### config.mk
export PLATFORM = sky130hd
export DESIGN_NAME = twi_eeprom
export DESIGN_NICKNAME = d
export VERILOG_FILES = /design/src/rtl/eep_pkg.sv /design/src/rtl/eep_line_sync.sv /design/src/rtl/eep_store.sv /design/src/rtl/twi_eeprom.sv
export SDC_FILE = /design/constraint.sdc
export NUM_CORES = 2
export LEC_CHECK = 0
export CAP_MARGIN = 20
export CORE_UTILIZATION = 35
export CTS_CLUSTER_DIAMETER = 30
export CTS_CLUSTER_SIZE = 14
export DETAILED_ROUTE_END_ITERATION = 16
export GPL_TIMING_DRIVEN = 0
export PLACE_DENSITY = 0.55
export SLEW_MARGIN = 20
export SYNTH_ARGS = -nofsm -noshare
export SYNTH_HDL_FRONTEND = slang
export SYNTH_SLANG_ARGS = --single-unit
### constraint.sdc
create_clock -name clk -period 2.99 [get_ports clk]
set_input_delay 0.598 -clock clk [delete_from_list [all_inputs] [get_ports clk]]
set_output_delay 0.598 -clock clk [all_outputs]
set_load 0.05 [all_outputs]
### src/rtl/eep_pkg.sv
package eep_pkg;

    typedef enum logic [2:0] {
        ST_IDLE,
        ST_RX,
        ST_ACK,
        ST_TX,
        ST_MACK
    } eep_state_e;

    typedef enum logic [1:0] {
        RX_DEV,
        RX_WADDR,
        RX_WDATA
    } rx_kind_e;

    localparam logic [3:0] DEV_CODE = 4'b1010;

    typedef struct packed {
        logic sda;
        logic scl_rise;
        logic scl_fall;
        logic start;
        logic stop;
    } bus_ev_t;

    function automatic logic dev_match(input logic [7:0] sel);
        return sel[7:4] == DEV_CODE;
    endfunction

endpackage

### src/rtl/eep_line_sync.sv
module eep_line_sync
    import eep_pkg::*;
#(
    parameter int STAGES = 2
) (
    input  logic    clk,
    input  logic    rst,
    input  logic    scl_i,
    input  logic    sda_i,
    output bus_ev_t ev_o
);
    logic [STAGES-1:0] scl_sh, sda_sh;
    logic scl_q, sda_q, scl_n, sda_n;

    genvar g;
    generate
        for (g = 0; g < STAGES; g++) begin : g_stage
            always_ff @(posedge clk) begin
                if (rst) begin
                    scl_sh[g] <= 1'b1;
                    sda_sh[g] <= 1'b1;
                end else if (g == 0) begin
                    scl_sh[g] <= scl_i;
                    sda_sh[g] <= sda_i;
                end else begin
                    scl_sh[g] <= scl_sh[(g == 0) ? 0 : g - 1];
                    sda_sh[g] <= sda_sh[(g == 0) ? 0 : g - 1];
                end
            end
        end
    endgenerate

    assign scl_n = scl_sh[STAGES-1];
    assign sda_n = sda_sh[STAGES-1];

    always_ff @(posedge clk) begin
        if (rst) begin
            scl_q <= 1'b1;
            sda_q <= 1'b1;
        end else begin
            scl_q <= scl_n;
            sda_q <= sda_n;
        end
    end

    always_comb begin
        ev_o.sda      = sda_n;
        ev_o.scl_rise = scl_n & ~scl_q;
        ev_o.scl_fall = ~scl_n & scl_q;
        ev_o.start    = scl_n & scl_q & sda_q & ~sda_n;
        ev_o.stop     = scl_n & scl_q & ~sda_q & sda_n;
    end
endmodule

### src/rtl/eep_store.sv
module eep_store #(
    parameter int ADDR_W    = 7,
    parameter int PAGE_W    = 3,
    parameter int WR_CYCLES = 1000
) (
    input  logic                         clk,
    input  logic                         rst,
    input  logic                         commit_i,
    input  logic [ADDR_W-PAGE_W-1:0]     base_i,
    input  logic [(1<<PAGE_W)-1:0][7:0]  lanes_i,
    input  logic [(1<<PAGE_W)-1:0]       mask_i,
    input  logic [ADDR_W-1:0]            rd_addr_i,
    output logic [7:0]                   rd_data_o,
    output logic                         busy_o
);
    localparam int DEPTH = 1 << ADDR_W;
    localparam int LANES = 1 << PAGE_W;
    localparam int CNT_W = $clog2(WR_CYCLES + 1);
    localparam logic [CNT_W-1:0] CNT_LOAD = CNT_W'(WR_CYCLES);
    localparam logic [CNT_W-1:0] CNT_ONE  = CNT_W'(1);

    logic [7:0] mem [DEPTH];
    logic [CNT_W-1:0] left;

    always_ff @(posedge clk) begin
        if (rst) begin
            for (int i = 0; i < DEPTH; i++) mem[i] <= 8'hFF;
        end else if (commit_i) begin
            for (int i = 0; i < LANES; i++)
                if (mask_i[i]) mem[{base_i, PAGE_W'(i)}] <= lanes_i[i];
        end
    end

    always_ff @(posedge clk) begin
        if (rst)            left <= '0;
        else if (commit_i)  left <= CNT_LOAD;
        else if (busy_o)    left <= left - CNT_ONE;
    end

    assign busy_o    = left != '0;
    assign rd_data_o = mem[rd_addr_i];
endmodule

### src/rtl/twi_eeprom.sv
module twi_eeprom
    import eep_pkg::*;
#(
    parameter int ADDR_W      = 7,
    parameter int PAGE_W      = 3,
    parameter int WR_CYCLES   = 1000,
    parameter int SYNC_STAGES = 2
) (
    input  logic clk,
    input  logic rst,
    input  logic scl_i,
    input  logic sda_i,
    input  logic wr_en_i,
    output logic sda_oe_o
);
    localparam int LANES  = 1 << PAGE_W;
    localparam int BASE_W = ADDR_W - PAGE_W;
    localparam logic [PAGE_W-1:0] PTR_ONE  = PAGE_W'(1);
    localparam logic [ADDR_W-1:0] ADDR_ONE = ADDR_W'(1);

    bus_ev_t    ev;
    eep_state_e st;
    rx_kind_e   kind;
    logic [3:0] bcnt;
    logic [7:0] sh;
    logic       rw, mack_ok, busy, commit;
    logic [ADDR_W-1:0]        addr;
    logic [BASE_W-1:0]        pg_base;
    logic [PAGE_W-1:0]        pg_ptr;
    logic [LANES-1:0][7:0]    lanes;
    logic [LANES-1:0]         mask;
    logic [7:0]               rd_data;

    eep_line_sync #(.STAGES(SYNC_STAGES)) u_sync (
        .clk(clk), .rst(rst), .scl_i(scl_i), .sda_i(sda_i), .ev_o(ev)
    );

    assign commit = ev.stop && (mask != '0) && wr_en_i;

    eep_store #(.ADDR_W(ADDR_W), .PAGE_W(PAGE_W), .WR_CYCLES(WR_CYCLES)) u_store (
        .clk(clk), .rst(rst), .commit_i(commit), .base_i(pg_base),
        .lanes_i(lanes), .mask_i(mask), .rd_addr_i(addr),
        .rd_data_o(rd_data), .busy_o(busy)
    );

    always_ff @(posedge clk) begin
        if (rst) begin
            st       <= ST_IDLE;
            kind     <= RX_DEV;
            bcnt     <= '0;
            sh       <= '0;
            rw       <= 1'b0;
            mack_ok  <= 1'b0;
            addr     <= '0;
            pg_base  <= '0;
            pg_ptr   <= '0;
            lanes    <= '0;
            mask     <= '0;
            sda_oe_o <= 1'b0;
        end else if (ev.start) begin
            st       <= ST_RX;
            kind     <= RX_DEV;
            bcnt     <= '0;
            mask     <= '0;
            sda_oe_o <= 1'b0;
        end else if (ev.stop) begin
            st       <= ST_IDLE;
            mask     <= '0;
            sda_oe_o <= 1'b0;
        end else begin
            case (st)
                ST_RX: begin
                    if (ev.scl_rise) begin
                        sh   <= {sh[6:0], ev.sda};
                        bcnt <= bcnt + 4'd1;
                    end else if (ev.scl_fall && bcnt == 4'd8) begin
                        bcnt <= '0;
                        case (kind)
                            RX_DEV: begin
                                if (dev_match(sh) && !busy) begin
                                    rw       <= sh[0];
                                    st       <= ST_ACK;
                                    sda_oe_o <= 1'b1;
                                end else begin
                                    st <= ST_IDLE;
                                end
                            end
                            RX_WADDR: begin
                                addr     <= sh[ADDR_W-1:0];
                                pg_base  <= sh[ADDR_W-1:PAGE_W];
                                pg_ptr   <= sh[PAGE_W-1:0];
                                st       <= ST_ACK;
                                sda_oe_o <= 1'b1;
                            end
                            default: begin
                                lanes[pg_ptr] <= sh;
                                mask[pg_ptr]  <= 1'b1;
                                pg_ptr        <= pg_ptr + PTR_ONE;
                                addr          <= {pg_base, pg_ptr + PTR_ONE};
                                st            <= ST_ACK;
                                sda_oe_o      <= 1'b1;
                            end
                        endcase
                    end
                end
                ST_ACK: begin
                    if (ev.scl_fall) begin
                        if (kind == RX_DEV && rw) begin
                            st       <= ST_TX;
                            sh       <= rd_data;
                            sda_oe_o <= ~rd_data[7];
                            addr     <= addr + ADDR_ONE;
                            bcnt     <= '0;
                        end else begin
                            st       <= ST_RX;
                            sda_oe_o <= 1'b0;
                            kind     <= (kind == RX_DEV) ? RX_WADDR : RX_WDATA;
                        end
                    end
                end
                ST_TX: begin
                    if (ev.scl_fall) begin
                        if (bcnt == 4'd7) begin
                            sda_oe_o <= 1'b0;
                            st       <= ST_MACK;
                            bcnt     <= '0;
                        end else begin
                            sh       <= {sh[6:0], 1'b0};
                            sda_oe_o <= ~sh[6];
                            bcnt     <= bcnt + 4'd1;
                        end
                    end
                end
                ST_MACK: begin
                    if (ev.scl_rise) begin
                        mack_ok <= ~ev.sda;
                    end else if (ev.scl_fall) begin
                        if (mack_ok) begin
                            st       <= ST_TX;
                            sh       <= rd_data;
                            sda_oe_o <= ~rd_data[7];
                            addr     <= addr + ADDR_ONE;
                            bcnt     <= '0;
                        end else begin
                            st <= ST_IDLE;
                        end
                    end
                end
                default: ;
            endcase
        end
    end
endmodule

### Word-level counts from Yosys, hierarchy flattened

Memory sizes are Yosys's and may differ from the RTL's. A register that Yosys moved wholly into a read port is not among the register bits.
Index checks and enable logic that the tools add are counted.

* logic and storage cells: 246
* bits in writable memories: 1024
* bits of input ports: 5
* memories: 1
* register bits after elaboration: 122

* multiplexer cells: 123
* equality and inequality tests: 29
* $lt $le $gt $ge: 2
* reduce and logical (&&, ||, !) cells: 39
* add/sub/neg operators: 4
* bitwise logic cells: 20

Memory list
* u_store.mem: words 128, bits a word 8, read ports 1, clocked after memory_dff 1, write ports 128, line eep_store.sv:22 `logic [7:0] mem [DEPTH];`

Operators by type and width (count)
* two-way mux 8 bit: 17
* two-way mux 7 bit: 17
* bitwise mux 64 bit: 1
* OR reduction 8 bit: 8
* two-way mux 1 bit: 56
* two-way mux 4 bit: 9
* one-hot mux 8 bit (4 select lines): 1
* inequality test 4 bit (second input constant): 7
* demux 8 bit (select 3 bit): 1
* two-way mux 3 bit: 8
* inequality test 2 bit (second input constant): 12
* AND reduction 11 bit: 2
* one-hot mux 7 bit (3 select lines): 1
* two-way mux 10 bit: 2
* AND reduction 6 bit: 3
* AND reduction 9 bit: 2
* one-hot mux 4 bit (4 select lines): 1
* AND reduction 8 bit: 2
* one-hot mux 7 bit (2 select lines): 1
* NOT 1 bit: 12
* one-hot mux 3 bit (4 select lines): 1
* AND reduction 4 bit: 3
* nonzero test 10 bit: 1
* subtractor 10 x 1 -> 10 bit (second input constant): 1
* 29 further kinds: 48

### Longest topological paths before layout

* depth in word-level cells: 10
* gate-level depth with buffers: 11

### Hierarchy

A second synthesis with hierarchy kept.

* cell total of the unflattened synthesis: 3509
* area, all modules: 52510.4 µm²

Modules (own cells, without submodules)
* eep_store: area each 47654.5 µm², instances 1, cells each 2940
* twi_eeprom: area each 4658.2 µm², instances 1, cells each 552
* eep_line_sync: area each 197.7 µm², instances 1, cells each 17

### Worst setup path before layout

Ideal clock, no wire load.

* kind: reg-to-reg
* start: register (tool-made name)
* end: register sh[6]
* required time: 2856 ps
* arrival time: 2353 ps
* clock period less this slack: 2487 ps
* slack: 503 ps
* cell stages (with the launch flop): 10
* cells stage by stage: dfxtp_1 > buf_6 > buf_4 > buf_2 > buf_4 > mux4_2 > a22oi_1 > nand4_1 > a221oi_1 > a211oi_1

RTL lines
* end signal: assignment: line twi_eeprom.sv:74 `sh <= {sh[6:0], ev.sda};`
* end signal: assignment: line twi_eeprom.sv:110 `sh <= rd_data;`
* end signal: assignment: line twi_eeprom.sv:128 `sh <= {sh[6:0], 1'b0};`
* end: declaration: line twi_eeprom.sv:25 `logic [7:0] sh;`

==> summary.txt <==
Clocking
  – Worst-case clock buffer depth: 4
  – H-tree levels: 5
  – CTS tree: done
  – Clock sink count: 1153
  – Worst-path clk slew: 0.04 ns
  – Clk_lat worst skew: 0.91 ns
  – CTS buffer count: 293
  – Root Buffer: clkbuf_16

Pwr
  – Leak pwr: 0.0205 uW
  – Max VDD drop: 0.480 mV
  – Pwr/cell area: 741 mW/mm2

Final layout
  – Layout cell share with drive strength beyond 1: 48.3%
  – Post-route cell area: 0.0667 mm2
  – Multi-input gate area: 0.0193 mm2
  – Synth-to-Final Area Change: 27.0%
  – Final #Nets: 4068
  – Final Instance Count excl. Fillers: 6279
  – Register area: 0.0333 mm2
  – Fillers: 13243

Setup path
  – WS Path Type: flop to flop
  – Crit path launch type: flop
  – Worst Setup EP: u_store.mem[25][3]$_SDFFCE_PN1P_
  – RR Startpoint: pg_base[1]$_SDFFE_PP0P_
  – Worst EP arrival: 3.75 ns
  – Origin of the worst setup path: pg_base[1]$_SDFFE_PP0P_
  – Max FO, Critical Path: 9
  – RR Endpoint: u_store.mem[25][3]$_SDFFCE_PN1P_
  – WP data required: 3.51 ns
  – Crit end category: flop
  – FF-to-FF setup slack: -0.24 ns
  – Worst reg-to-reg path cell count: 5

Floorplan
  – Vert. Die Dim: 390 um
  – Row count: 141
  – Die area: 0.152 mm2
  – Die X: 390 um
  – CORE AREA: 0.148 mm2
  – IO Pins: 6
  – Starting Density: 35.4%

Detailed routing
  – Drt first pass iters: 5
  – # DRC: 0
  – Vias: 36218
  – WL final: 221000 um
  – WL/cell: 35.3 um
  – DR vias/cell: 5.77
  – Post-DRT Antenna Nets: 0
  – Starting DRT DRC Count: 5276

Logic synthesis
  – EDFF count, synth: 1024
  – Yosys reg bits: 1153
  – Syn nets: 3735
  – Mean Syn Cell Area: 14.1 um2
  – Sequential share of the synthesized area: 63.4%
  – Synthesized cell area: 0.0526 mm2
  – Count of cell types in the netlist: 68
  – Ys async rst share: 0%
  – Synth warnings: 0
  – Main synth FF type: edfxtp_1
  – Synthesized instance count: 3724

STA
  – Period utilization: 108%
  – Actual slew at the worst max-slew pin: 1.40 ns
  – Hold Fails Final Rpt: 0
  – Clock skew: 0.0597 ns
  – Max frequency: 0.310 GHz
  – Setup ws final: -0.241 ns
  – Final setup vio count: 368
  – Tmin final: 3.23 ns
  – Final max-slew violation count: 0
  – Rel. slew slack: 6.56%
  – RSZ-0062 raised after global routing: true

Global route
  – Number of global-route vias before repair: 35309
  – Largest net degree at the start of global routing: 17
  – Initial antenna violation count: 46
  – First-pass GRT wire length: 296000 um
  – Total gr overflow: 0
  – GR Util All Layers: 28.9%

Outcome
  – Status: finished with violations
  – Failing checks: setup timing

Placement
  – Placed Cells: 5740
  – GP Congestion: 1.03
  – Placed cell area: 0.0553 mm2
  – Setup WS pre-CTS: -2.17 ns
  – Detailed Place HPWL: 148000 um
  – Port Buffers: 4

Run
  – Max cap viols: 0

Hold path
  – Min-Delay Path Class: primary input to flop
  – Origin of the worst min-delay path: scl_i
## routing by layer
layer	wire, um	share of wire (%)	global-route usage, %
met5	0	0	0
met4	14700	6.6	17.8
met3	26800	12	8.95
met2	95700	43	42.3
met1	84200	38	37.4
## worst min-delay path by stage
stage                             endpoint  slack [ns]  cells after the start
6_report       u_sync.scl_sh[0]$_SDFF_PP1_        0.29                      2
5_1_grt        u_sync.scl_sh[0]$_SDFF_PP1_        0.28                      2
4_1_cts        u_sync.scl_sh[0]$_SDFF_PP1_        0.24                      2
3_5_place_dp       u_sync.sda_n$_SDFF_PP1_        0.40                      1
3_3_place_gp       u_sync.sda_n$_SDFF_PP1_        0.40                      1
2_1_floorplan      u_sync.scl_n$_SDFF_PP1_        0.39                      1
## synthesized netlist by cell type, types with 7 or more instances
cell,instances,area share (%)
mux4_2,210,9.0
mux2i_1,181,3.4
buf_2,44,0.42
nor2b_1,16,0.19
xnor2_1,10,0.17
a211oi_1,16,0.23
nor3_1,20,0.19
and3_1,9,0.11
and2_1,9,0.11
nand4_1,7,0.083
nand3_1,45,0.43
nor2_1,130,0.93
clkbuf_1,152,1.1
or2_2,1036,12
a21oi_1,52,0.50
nor3b_1,8,0.11
dfxtp_1,129,4.9
nand2b_1,147,1.7
buf_4,25,0.36
a22oi_1,91,1.3
o22ai_1,12,0.14
nand3b_1,8,0.11
edfxtp_1,1024,58
buf_1,7,0.050
a31oi_1,13,0.15
a22o_1,8,0.13
inv_1,10,0.071
nand2_1,186,1.3
o21a_1,13,0.19
o21ai_0,19,0.18
## critical path, stage by stage (launching register included)
cell and delay, ns:
dfxtp_1 0.30, clkbuf_1 0.54, nand2b_1 0.43, nor2_2 0.69, nand2_1 0.40, nand2b_1 0.48
## sequential cells by signal (all words and copies together) (netlist names), 2 cells and up, named ones only
signal / count
mask: 8
pg_ptr: 3
lanes: 64
st: 3
u_store.mem: 1024
sh: 8
kind: 2
pg_base: 4
u_store.left: 10
bcnt: 4
addr: 7
## power by group
group          internal, uW  switching [uW]
Combinational           378             774
Clock                 20600            9540
Sequential            18000             162
## placed cells by master (no fill, tap or decap), types with 14 or more instances in the layout
cell type   netlist  layout
or2_2          1036    1036
edfxtp_1       1024    1024
clkbuf_16         0     303
mux4_2          210     210
mux2i_1         181     172
nand2_1         186     153
clkbuf_1        152     144
dfxtp_1         129     127
nor2_1          130     117
nand2b_1        147      65
a22oi_1          91      60
buf_4            25      51
a21oi_1          52      48
clkinv_1          1      44
nand2b_2          0      42
nand2b_4          0      40
clkinv_2          0      39
nand3_1          45      37
nand2_2           0      33
a22oi_2           0      31
clkbuf_2          1      26
bufinv_16         0      26
clkinvlp_4        0      22
o21ai_0          19      19
buf_6             4      18
buf_12            0      16
buf_8             0      16
nor2b_1          16      15
buf_16            0      14
## cells by family after synthesis
family                     share of synthesized area [%]
xor gates and xnor gates                           0.183
AOI/OAI and AO/OA                                   3.59
buffers and inverters                               2.08
muxes                                               12.6
and+or+nand+nor                                     18.0
adders and majority gates                          0.143
DFF                                                 63.4
## area by class of cell
cell class,instances,share of cell area [%]
flip-flops and latches,1153,49.9
multi-input cells,2327,28.9
clock buffers,355,11.8
inverters,11,0.0619
diodes,13,0.0487
repair buffers,52,0.763
well taps,2002,3.75
clock inverters,147,2.17
plain buffers,219,2.63
## through the flow
step                      hold slack [ns]   TNS, ns  total power, uW  util (%)
final                               0.287    -31.48            49400      45.0
after global placement              0.399  -2655.26            19500      37.1
after floorplan                     0.389         0            19000         -
after detailed placement            0.401  -2386.73            19500      37.3
after CTS                           0.243    -0.757            49400      44.5
after global routing                0.282    -17.81            50400      45.0
## what timing repair did
item,CTS,global route
setup endpoints to repair,2025,1264
pin swaps,9,11
gates resized for setup,397,108
hold buffers,0,0
buffers inserted,17,20
Power figures use the tool's default switching activity.
